### src/rtl/pvg_pkg.sv
`timescale 1ns/1ps
package pvg_pkg;

  // Gate phases: waiting for the version header, passing payload, discarding a rejected stream
  typedef enum logic [1:0] {
    PH_HEAD = 2'd0,
    PH_PASS = 2'd1,
    PH_DROP = 2'd2
  } pvg_phase_e;

  // Verdict on one header beat
  typedef struct packed {
    logic take;   // header beat accepted this cycle
    logic good;   // tag matched and stream continues
    logic bad;    // tag did not match
    logic short;  // header carried the end marker
  } pvg_verdict_t;

endpackage

### src/rtl/pvg_tag_cmp.sv
`timescale 1ns/1ps
module pvg_tag_cmp #(
  parameter int DATA_W  = 32,
  parameter int VER_W   = 32,
  parameter int VER_LSB = 0
) (
  input  logic [DATA_W-1:0] word_i,
  input  logic [VER_W-1:0]  ref_i,
  output logic              equal_o
);

  localparam int VER_MSB = VER_LSB + VER_W - 1;

  generate
    if (VER_W == DATA_W) begin : g_full
      // tag occupies the whole header word
      assign equal_o = (word_i == ref_i);
    end else begin : g_slice
      logic [VER_W-1:0] tag;
      assign tag     = word_i[VER_MSB:VER_LSB];
      assign equal_o = (tag == ref_i);
    end
  endgenerate

endmodule

### src/rtl/pvg_ctrl.sv
`timescale 1ns/1ps
module pvg_ctrl
  import pvg_pkg::*;
(
  input  logic         clk,
  input  logic         rst_n,
  input  logic         up_valid,
  input  logic         up_last,
  input  logic         dn_ready,
  input  logic         tag_eq,
  output pvg_phase_e   phase_o,
  output pvg_verdict_t verdict_o
);

  pvg_phase_e   phase_q, phase_d;
  pvg_verdict_t vd;
  logic         phase_en;

  // next-state process
  always_comb begin
    phase_d = phase_q;
    vd      = '0;
    unique case (phase_q)
      PH_HEAD: begin
        if (up_valid) begin
          vd.take = 1'b1;
          if (up_last) begin
            vd.short = 1'b1;          // malformed: stay waiting for a header
          end else if (tag_eq) begin
            vd.good = 1'b1;
            phase_d = PH_PASS;
          end else begin
            vd.bad  = 1'b1;
            phase_d = PH_DROP;
          end
        end
      end
      PH_PASS: begin
        if (up_valid && dn_ready && up_last) phase_d = PH_HEAD;
      end
      PH_DROP: begin
        if (up_valid && up_last) phase_d = PH_HEAD;
      end
      default: phase_d = PH_HEAD;
    endcase
  end

  assign phase_en = (phase_d != phase_q);

  // register process
  always_ff @(posedge clk or negedge rst_n) begin
    if (!rst_n) begin
      phase_q <= PH_HEAD;
    end else if (phase_en) begin
      phase_q <= phase_d;
    end
  end

  assign phase_o   = phase_q;
  assign verdict_o = vd;

endmodule

### src/rtl/pvg_flags.sv
`timescale 1ns/1ps
module pvg_flags
  import pvg_pkg::*;
(
  input  logic         clk,
  input  logic         rst_n,
  input  pvg_verdict_t verdict_i,
  input  logic         clr_i,
  output logic         err_o,
  output logic         match_o
);

  logic err_q, err_d, err_en;
  logic hit_q, hit_d, hit_en;
  logic raise;

  // next-state process
  always_comb begin
    raise  = verdict_i.bad | verdict_i.short;
    err_d  = raise | (err_q & ~clr_i);   // a new error outranks a clear
    err_en = raise | clr_i;
    hit_d  = verdict_i.good;
    hit_en = hit_q | verdict_i.good;
  end

  // register process
  always_ff @(posedge clk or negedge rst_n) begin
    if (!rst_n) begin
      err_q <= 1'b0;
      hit_q <= 1'b0;
    end else begin
      if (err_en) err_q <= err_d;
      if (hit_en) hit_q <= hit_d;
    end
  end

  assign err_o   = err_q;
  assign match_o = hit_q;

endmodule

### src/rtl/pbit_version_gate.sv
`timescale 1ns/1ps
module pbit_version_gate
  import pvg_pkg::*;
#(
  parameter int DATA_W  = 32,
  parameter int VER_W   = 32,
  parameter int VER_LSB = 0
) (
  input  logic              clk,
  input  logic              rst_n,
  input  logic [VER_W-1:0]  static_id,
  input  logic              up_valid,
  output logic              up_ready,
  input  logic [DATA_W-1:0] up_data,
  input  logic              up_last,
  output logic              dn_valid,
  input  logic              dn_ready,
  output logic [DATA_W-1:0] dn_data,
  output logic              dn_last,
  input  logic              err_clr,
  output logic              err_o,
  output logic              match_o
);

  pvg_phase_e   phase;
  pvg_verdict_t verdict;
  logic         tag_eq;
  logic         passing;

  pvg_tag_cmp #(
    .DATA_W (DATA_W),
    .VER_W  (VER_W),
    .VER_LSB(VER_LSB)
  ) u_cmp (
    .word_i (up_data),
    .ref_i  (static_id),
    .equal_o(tag_eq)
  );

  pvg_ctrl u_ctrl (
    .clk      (clk),
    .rst_n    (rst_n),
    .up_valid (up_valid),
    .up_last  (up_last),
    .dn_ready (dn_ready),
    .tag_eq   (tag_eq),
    .phase_o  (phase),
    .verdict_o(verdict)
  );

  pvg_flags u_flags (
    .clk      (clk),
    .rst_n    (rst_n),
    .verdict_i(verdict),
    .clr_i    (err_clr),
    .err_o    (err_o),
    .match_o  (match_o)
  );

  // datapath: pass-through only in the payload phase, isolated otherwise
  always_comb begin
    passing  = (phase == PH_PASS);
    dn_valid = passing & up_valid;
    dn_data  = passing ? up_data : '0;
    dn_last  = passing & up_last;
    up_ready = passing ? dn_ready : 1'b1;
  end

endmodule

### config.mk
export PLATFORM = sky130hd
export DESIGN_NAME = pbit_version_gate
export DESIGN_NICKNAME = d
export VERILOG_FILES = /design/src/rtl/pvg_pkg.sv /design/src/rtl/pvg_tag_cmp.sv /design/src/rtl/pvg_ctrl.sv /design/src/rtl/pvg_flags.sv /design/src/rtl/pbit_version_gate.sv
export SDC_FILE = /design/constraint.sdc
export NUM_CORES = 1
export LEC_CHECK = 0
export BUFFER_PORTS_ARGS = -buffer_cell sky130_fd_sc_hd__clkbuf_2
export CELL_PAD_IN_SITES_DETAIL_PLACEMENT = 2
export CELL_PAD_IN_SITES_GLOBAL_PLACEMENT = 2
export CORE_MARGIN = 8
export CORE_UTILIZATION = 15
export DETAILED_ROUTE_END_ITERATION = 16
export MAX_ROUTING_LAYER = met4
export PLACE_DENSITY_LB_ADDON = 0.1
export SYNTH_ARGS = -nofsm -noshare
export SYNTH_HDL_FRONTEND = slang
export SYNTH_HIERARCHICAL = 1
export SYNTH_SLANG_ARGS = --single-unit
### constraint.sdc
create_clock -name clk -period 1.35 [get_ports clk]
set_input_delay 0.135 -clock clk [delete_from_list [all_inputs] [get_ports clk]]
set_output_delay 0.135 -clock clk [all_outputs]
set_load 0.01 [all_outputs]
# Yosys cells after proc, flatten, opt, wreduce, memory -nomap -nowiden
# Index checks and enable logic that the tools add are counted.
# totals
inputBits,70
output_inout_bits,37
word_cells,33
ff_bits,4
# classes
bitwise,8
reduce_logical,4
n_eq_ne,4
n_mux,14
# op_table
op,n
equality test 32 bit,1
two-way mux 32 bit,1
two-way mux 2 bit,6
two-way mux 3 bit,2
case mux 2 bit (3 select lines),1
two-way mux 1 bit,4
bitwise OR 1 bit,4
bitwise AND 1 bit,3
logical AND 1 bit,3
equality test 2 x 1 -> 1 bit (second input constant),1
equality test 2 bit (second input constant),1
zero test 2 bit,1
inequality test 2 bit,1
inverter 1 bit,1

# Longest topological paths before layout
# Gate-level depths: netlist of the first run.
# depth
ltp_word,7
mapped_depth,7
depth_no_buf,7

# By module
# The synthesis of the first run kept the hierarchy.
# modules_own_cells
mod,cells_per_inst,seq_area_each_um2,instances,area_each_um2
pbit_version_gate,41,0.0,1,379.1
pvg_tag_cmp,43,0.0,1,346.6
pvg_ctrl,14,50.0,1,131.4
pvg_flags,6,50.0,1,66.3

# Worst setup path after synthesis of the first run
# OpenSTA, ideal clock, no wires.
# synth_timing
path_kind,input to register
from,in static_id[31]
to,reg u_ctrl.phase_q[0] (netlist: u_ctrl/phase_o[0])
setup_ps,125
arrival_ps,1198
setup_slack_ps,27
t_required_ps,1225
cell_stages,6
path_buffers,0
cell_sequence,xor2_1 > nor4_1 > nand4_1 > nor2_1 > a21oi_1 > a2111oi_0
# synth_between
elab_chain_len,6
# synth_rtl
element,line_no,rtl
from (decl),pbit_version_gate.sv:11,"input logic [VER_W-1:0] static_id,"
equality test 32 bit (*),pvg_tag_cmp.sv:17,assign equal_o = (word_i == ref_i);
net tag_eq,pbit_version_gate.sv:27,logic tag_eq;
two-way mux 2 bit (*),pvg_ctrl.sv:29,end else if (tag_eq) begin
two-way mux 2 bit (*),pvg_ctrl.sv:27,if (up_last) begin
two-way mux 2 bit (*),pvg_ctrl.sv:25,if (up_valid) begin
case mux 2 bit (3 select lines) (*),pvg_ctrl.sv:23,unique case (phase_q)
inequality test 2 bit,pvg_ctrl.sv:48,assign phase_en = (phase_d != phase_q);
to (signal assigned),pvg_ctrl.sv:55,phase_q <= phase_d;
to (decl),pvg_ctrl.sv:15,"pvg_phase_e phase_q, phase_d;"
# The timed path passes the listed nets; every way through them passes the cells marked *.
# A chain may end at the register's enable or synchronous reset.

# Worst setup path after layout of the first run
# layout_timing
from,reg u_ctrl.phase_q[0] (netlist: u_ctrl/phase_o[0])
to,out dn_data[29]
# layout_between
elab_chain_len,2
# layout_rtl
element,line_no,rtl
equality test 2 x 1 -> 1 bit,pbit_version_gate.sv:62,passing = (phase == PH_PASS);
two-way mux 32 bit,pbit_version_gate.sv:64,dn_data = passing ? up_data : '0;
to (decl),pbit_version_gate.sv:18,"output logic [DATA_W-1:0] dn_data,"
# Every way passes these cells.

==> results.cfg, run 1 <==
[worst_setup_path]
startpoint = u_ctrl/phase_o[0]
path_cells = buf_12, clkbuf_16, and3b_2, buf_6
cp_slowest_cell = dfrtp_2
arrival_ns = 1.27
r2r_setup_slack_ns = 0.01
r2r-end = u_flags/err_o
crit_path_end_kind = output pin
critPathRequiredTime_ns = 1.22
critPathKind = reg -> out
endpoint = dn_data[29]
crit_fanout = 5
max_stage_delay_ns = 0.44
crit_path_start_kind = flop
cp.depth = 4
r2r-start = u_ctrl/phase_o[1]
path_delay_family = flip-flops
worst_r2r_path_depth = 6
cp_num_buf_inv = 3

[run_status]
status = complete, but fails checks
violations = setup timing

[timing]
worst_slew_pin_slew_ns = 0.311
fin_crit_sh_pct = 104
rsz0062_at_grt = true
fin_ws_ns = -0.0571
finalMaxSlewViolations = 0
tns_ns = -0.366
timing.fmax_mhz = 711
setup-violations-final = 10
holdWs_ns = 0.0921
report.final.hold_viol_count = 0
fin_crit_ns = 1.41
relSlewSlack_pct = 79.2
fin_skew_ns = 0.00177

[synthesis]
ys_types = 21
netlist_area_um2 = 923
synth_cells = 104
syn_nets = 174
avgSynthCellArea_um2 = 8.88
async_flop_share_pct = 100
yosys_warnings = 6
synth_edf_count = 0
ys_ff_latch = 4
synth_flop_cell = dfrtp_1
synth-seq-area-share_pct = 10.8

[floorplan]
start_util_pct = 15.6
io_pins = 107
die_width_um = 94.5
core_um2 = 5920
rows = 28
die_h_um = 94.5
dieArea_um2 = 8920

[clock_tree]
clk_path_buf_depth = 2
cts_tree = done
cts-root-buf = clkbuf_8
h-tree-depth = 1
cts_buffers = 3
clkSinkCount = 4
clkSlewWorstSetupHoldPaths_ns = 0.03
clock_latency_ns = 0.22

[cells_and_area]
final_util_pct = 31.8
drive_gt1_share_pct = 75.2
instances_no_fill = 297
nNetsFinal = 294
finalInstanceArea_um2 = 1880
insertedDiodeCount = 0
area_growth_pct = 104

[routing]
drt-initial-drc-count = 25
detail_route.first_pass.iterations = 3
drt-wirelength-per-cell_um = 18.1
vias = 1268
viasPerCell = 4.27
ant_nets = 0
drc = 0
drt-total-wl_um = 5380

[global_routing]
antenna_found_initial = 0
grt_pass1_wl_um = 7960
grtUsageTotal_pct = 11.6
grt_pass1_vias = 1533
grt_max_degree = 26
overflow = 0

[placement]
place_ws_ns = -0.376
place_congestion = 0.778
io_buffers = 106
placed_cell_area_um2 = 1600
post-place-cells = 288
dpl.hpwl_um = 4440

[worst_hold_path]
worstHoldPathCells = 2
hp-class = in -> reg

[pwr]
fin_total_pwr_uw = 713
leakagePower_nw = 1.08
vdd_drop_max_uv = 314
cellPowerDensity_nw_per_um2 = 379

[flow_run]
cap_viol_max_count = 0
metal layers:
metal | global-route usage (%) | part of all wire, % | up-vias
li1 | - | - | 608
met1 | 11.9 | 39 | 604
met2 | 22.2 | 54 | 52
met3 | 1.98 | 6.6 | 4
met4 | 2.34 | 0.39 | 0
met5 | - | 0 | -
worst reg2reg max path, stage by stage, from the launching register on:
cell     delay (ns)
dfrtp_2        0.44
buf_4          0.14
or3b_4         0.39
inv_2          0.05
and2_1         0.12
nor2_1         0.05
o21ai_1        0.07
cell type report:
| cell class | count | area, um2 |
|---|---|---|
| flip-flops and latches | 4 | 103 |
| well taps | 75 | 93.8 |
| repair buffers | 122 | 832 |
| fillers | 703 | 4040 |
| inverters | 3 | 11.3 |
| multi-input cells | 90 | 800 |
| clock buffers | 3 | 41.3 |
how the worst min path moves through the flow:
stage | slack (ns) | to | start
after global placement | -0.05 | u_flags/match_o | rst_n
after CTS | 0.09 | u_flags/err_o | err_clr
after global routing | 0.1 | u_flags/err_o | err_clr
after floorplan | -0.16 | u_ctrl/phase_o[0] | rst_n
after detailed placement | -0.05 | u_flags/err_o | rst_n
final | 0.09 | u_flags/err_o | err_clr
cell usage after synthesis (2+ instances only):
| master | n | area, um2 |
|---|---|---|
| and3b_2 | 34 | 340 |
| nor4_1 | 8 | 50.1 |
| xor2_1 | 32 | 280 |
| a21oi_1 | 2 | 10.0 |
| nand4_1 | 2 | 12.5 |
| inv_1 | 2 | 7.51 |
| nor2_1 | 2 | 7.51 |
| dfrtp_1 | 4 | 100 |
| buf_2 | 6 | 30.0 |
power breakdown:
group,internal (mW),total (mW),switching [mW]
clock network,0.191,0.261,0.0698
registers,0.128,0.135,0.00745
logic,0.174,0.317,0.143
total,0.493,0.713,0.220
sequential cells by signal, summed over array words and instances, names as in the netlist:
register	cells
u_ctrl/phase_o	2
u_flags/match_o	1
u_flags/err_o	1
kinds of logic (layout without fill, tap and decap cells):
| family | Yosys count | count (layout) | share of synthesized area (%) |
|---|---|---|---|
| AOI/OAI and AO/OA | 5 | 5 | 3.39 |
| buffers and inverters | 10 | 128 | 4.88 |
| DFF | 4 | 4 | 10.8 |
| xor gates and xnor gates | 32 | 32 | 30.4 |
| and+or+nand+nor | 53 | 53 | 50.5 |
repair_timing:
action | CTS | global route
hold endpoints to repair | 4 | 0
gates resized for setup | 8 | 51
pin swaps | 2 | 2
buffers inserted | 4 | 0
cloned | 0 | 1
hold buffers | 1 | 0
setup endpoints to repair | 28 | 39
cells in the final DEF (no fill, tap or decap), types with 2 or more instances in the layout:
| master | n |
|---|---|
| clkbuf_2 | 81 |
| and3b_2 | 34 |
| xor2_1 | 32 |
| buf_6 | 17 |
| buf_4 | 12 |
| buf_2 | 6 |
| nor4_1 | 6 |
| buf_12 | 4 |
| clkbuf_8 | 3 |
| nor4_2 | 2 |
| nand4_1 | 2 |
| a21oi_1 | 2 |
| inv_1 | 2 |
| dfrtp_2 | 2 |
| dfrtp_1 | 2 |
No activity file was read; power rests on OpenSTA's default activity.
==> run 2: changes to the inputs <==
Settings changed: GPL_TIMING_DRIVEN from default to 0.
==> run 2 against run 1 <==
Compared with the run above: the flow now finishes without violations; die area did not move; critical path depth decreased by 2; hold slack better by 0.016 ns; utilization down 1.3 points; largest cell class is now multi-input combinational cells; critical path type unchanged; setup slack improved by 0.064 ns; fmax grew 4.8%; highest routed layer is now met3; sequential power about the same; wire length shrank 2.1%; sequential cell count did not move; clock skew is 0.0016 ns higher; first-iteration DRC count decreased by 72%.
==> results.cfg, run 2 (synthesis gave the netlist of run 1 again) <==
[worst_setup_path]
critPathKind = reg -> out
worst_r2r_path_depth = 4
r2r-end = u_flags/err_o
endpoint = up_ready
crit_path_start_kind = flop
r2r-start = u_ctrl/phase_o[0]
startpoint = u_ctrl/phase_o[0]
critPathRequiredTime_ns = 1.22
crit_fanout = 11
r2r_setup_slack_ns = 0.04
arrival_ns = 1.21
crit_path_end_kind = output pin

[cells_and_area]
insertedDiodeCount = 0
fillerInstances = 706
final_cell_mix = clkbuf_2 (86), and3b_2 (34), xor2_1 (31)
largest_reg_flops = 2
instances_no_fill = 291
drive_gt1_share_pct = 77.3
area_growth_pct = 95.5
layout_commonest_cell = clkbuf_2
final_util_pct = 30.5
nNetsFinal = 288

[run_status]
status = finished clean

[global_routing]
antenna_found_initial = 0
grt_max_degree = 12
grt_pass1_vias = 1448
grt_pass1_wl_um = 7630
grtUsageTotal_pct = 11.2
overflow = 0

[floorplan]
die_width_um = 94.5
core_um2 = 5920
dieArea_um2 = 8920
start_util_pct = 15.6
rows = 28
io_pins = 107
die_h_um = 94.5

[timing]
worst_slew_pin_slew_ns = 0.303
fin_crit_ns = 1.34
rsz0062_at_grt = true
relSlewSlack_pct = 79.7
finalMaxSlewViolations = 0
fin_skew_ns = 0.00338
timing.fmax_mhz = 745
report.final.hold_viol_count = 0
setup-violations-final = 0
fin_crit_sh_pct = 99.5

[placement]
post-place-cells = 285
io_buffers = 106
place_congestion = 0.759
dpl.hpwl_um = 4550

[pwr]
leakagePower_nw = 1.04
fin_total_pwr_uw = 709
cellPowerDensity_nw_per_um2 = 393
vdd_drop_max_uv = 558

[clock_tree]
cts-root-buf = clkbuf_8
clkSlewWorstSetupHoldPaths_ns = 0.03
clkSinkCount = 4
cts_buffers = 3
cts_tree = done
h-tree-depth = 1
clock_latency_ns = 0.22
clk_path_buf_depth = 2

[routing]
detail_route.first_pass.iterations = 2
drt-wirelength-per-cell_um = 18.1
drc = 0
vias = 1218
viasPerCell = 4.19
drt-total-wl_um = 5260
ant_nets = 0
drt-initial-drc-count = 7

[worst_hold_path]
hp-class = in -> reg

[flow_run]
cap_viol_max_count = 0
-- run 2: cell types whose count changed in the layout (fill, tap and decap cells not counted), moves of 4 or more --
cell | previous run | this run
nor4_2 | 2 | 6
buf_12 | 4 | 0
nor4_1 | 6 | 2
buf_6 | 17 | 21
buf_4 | 12 | 2
clkbuf_2 | 81 | 86
-- run 2: critical path, cell delays in order, from the launching register on --
cell and delay, ns:
dfrtp_2 0.47, or3b_1 0.38, clkbuf_2 0.14
-- run 2: power by group --
part | internal, mW | leakage [nW] | total (mW) | switching, mW
clock network | 0.190 | 0.0216 | 0.248 | 0.0584
registers | 0.128 | 0.0491 | 0.137 | 0.00950
logic | 0.174 | 0.965 | 0.323 | 0.149
-- run 2: worst min-delay path by stage --
stage	slack (ns)	endpoint	depth (start not counted)	start
final	0.11	u_flags/err_o	2	err_clr
after global routing	0.12	u_flags/err_o	2	err_clr
after CTS	0.11	u_flags/err_o	2	err_clr
after detailed placement	-0.05	u_ctrl/phase_o[1]	1	rst_n
after global placement	-0.06	u_ctrl/phase_o[1]	1	rst_n
after floorplan	-0.16	u_ctrl/phase_o[0]	0	rst_n
-- run 2: final cells by class --
class                           instances  area, um2  area share, %
Buffer                                  6       67.6           3.74
Clock buffer                            3       41.3           2.29
Inverter                                3       11.3          0.624
Multi-Input combinational cell         90        835           46.2
Sequential cell                         4        103           5.68
Tap cell                               75       93.8           5.20
Timing Repair Buffer                  110        654           36.2
-- run 2: through the flow --
stage | area, um2 | hold slack (ns) | setup TNS (ns) | worst slack, ns
after floorplan | 923 | -0.161 | 0 | 0.0266
after global placement | 1550 | -0.0573 | -1.33 | -0.552
after detailed placement | 1550 | -0.0544 | -1.63 | -0.664
after CTS | 1670 | 0.110 | -0.102 | -0.0195
after global routing | 1810 | 0.116 | -0.754 | -0.100
final | 1810 | 0.108 | 0 | 0.00737
-- run 2: timing repair --
action | 4_1_cts | 5_1_grt
pin swaps | 6 | 3
setup buffers | 3 | 0
resized for setup | 17 | 47
gates cloned | 0 | 0
hold endpoints to repair | 4 | 0
hold buffers | 1 | 0
setup endpoints to repair | 35 | 38
-- run 2: metal layers --
| layer | vias up | GRT usage [%] | part of all wire (%) |
|---|---|---|---|
| met5 | - | - | 0 |
| met2 | 49 | 22.0 | 58 |
| met4 | 0 | 1.95 | 0 |
| met1 | 578 | 11.2 | 35 |
| met3 | 0 | 2.06 | 6.8 |
| li1 | 591 | - | - |
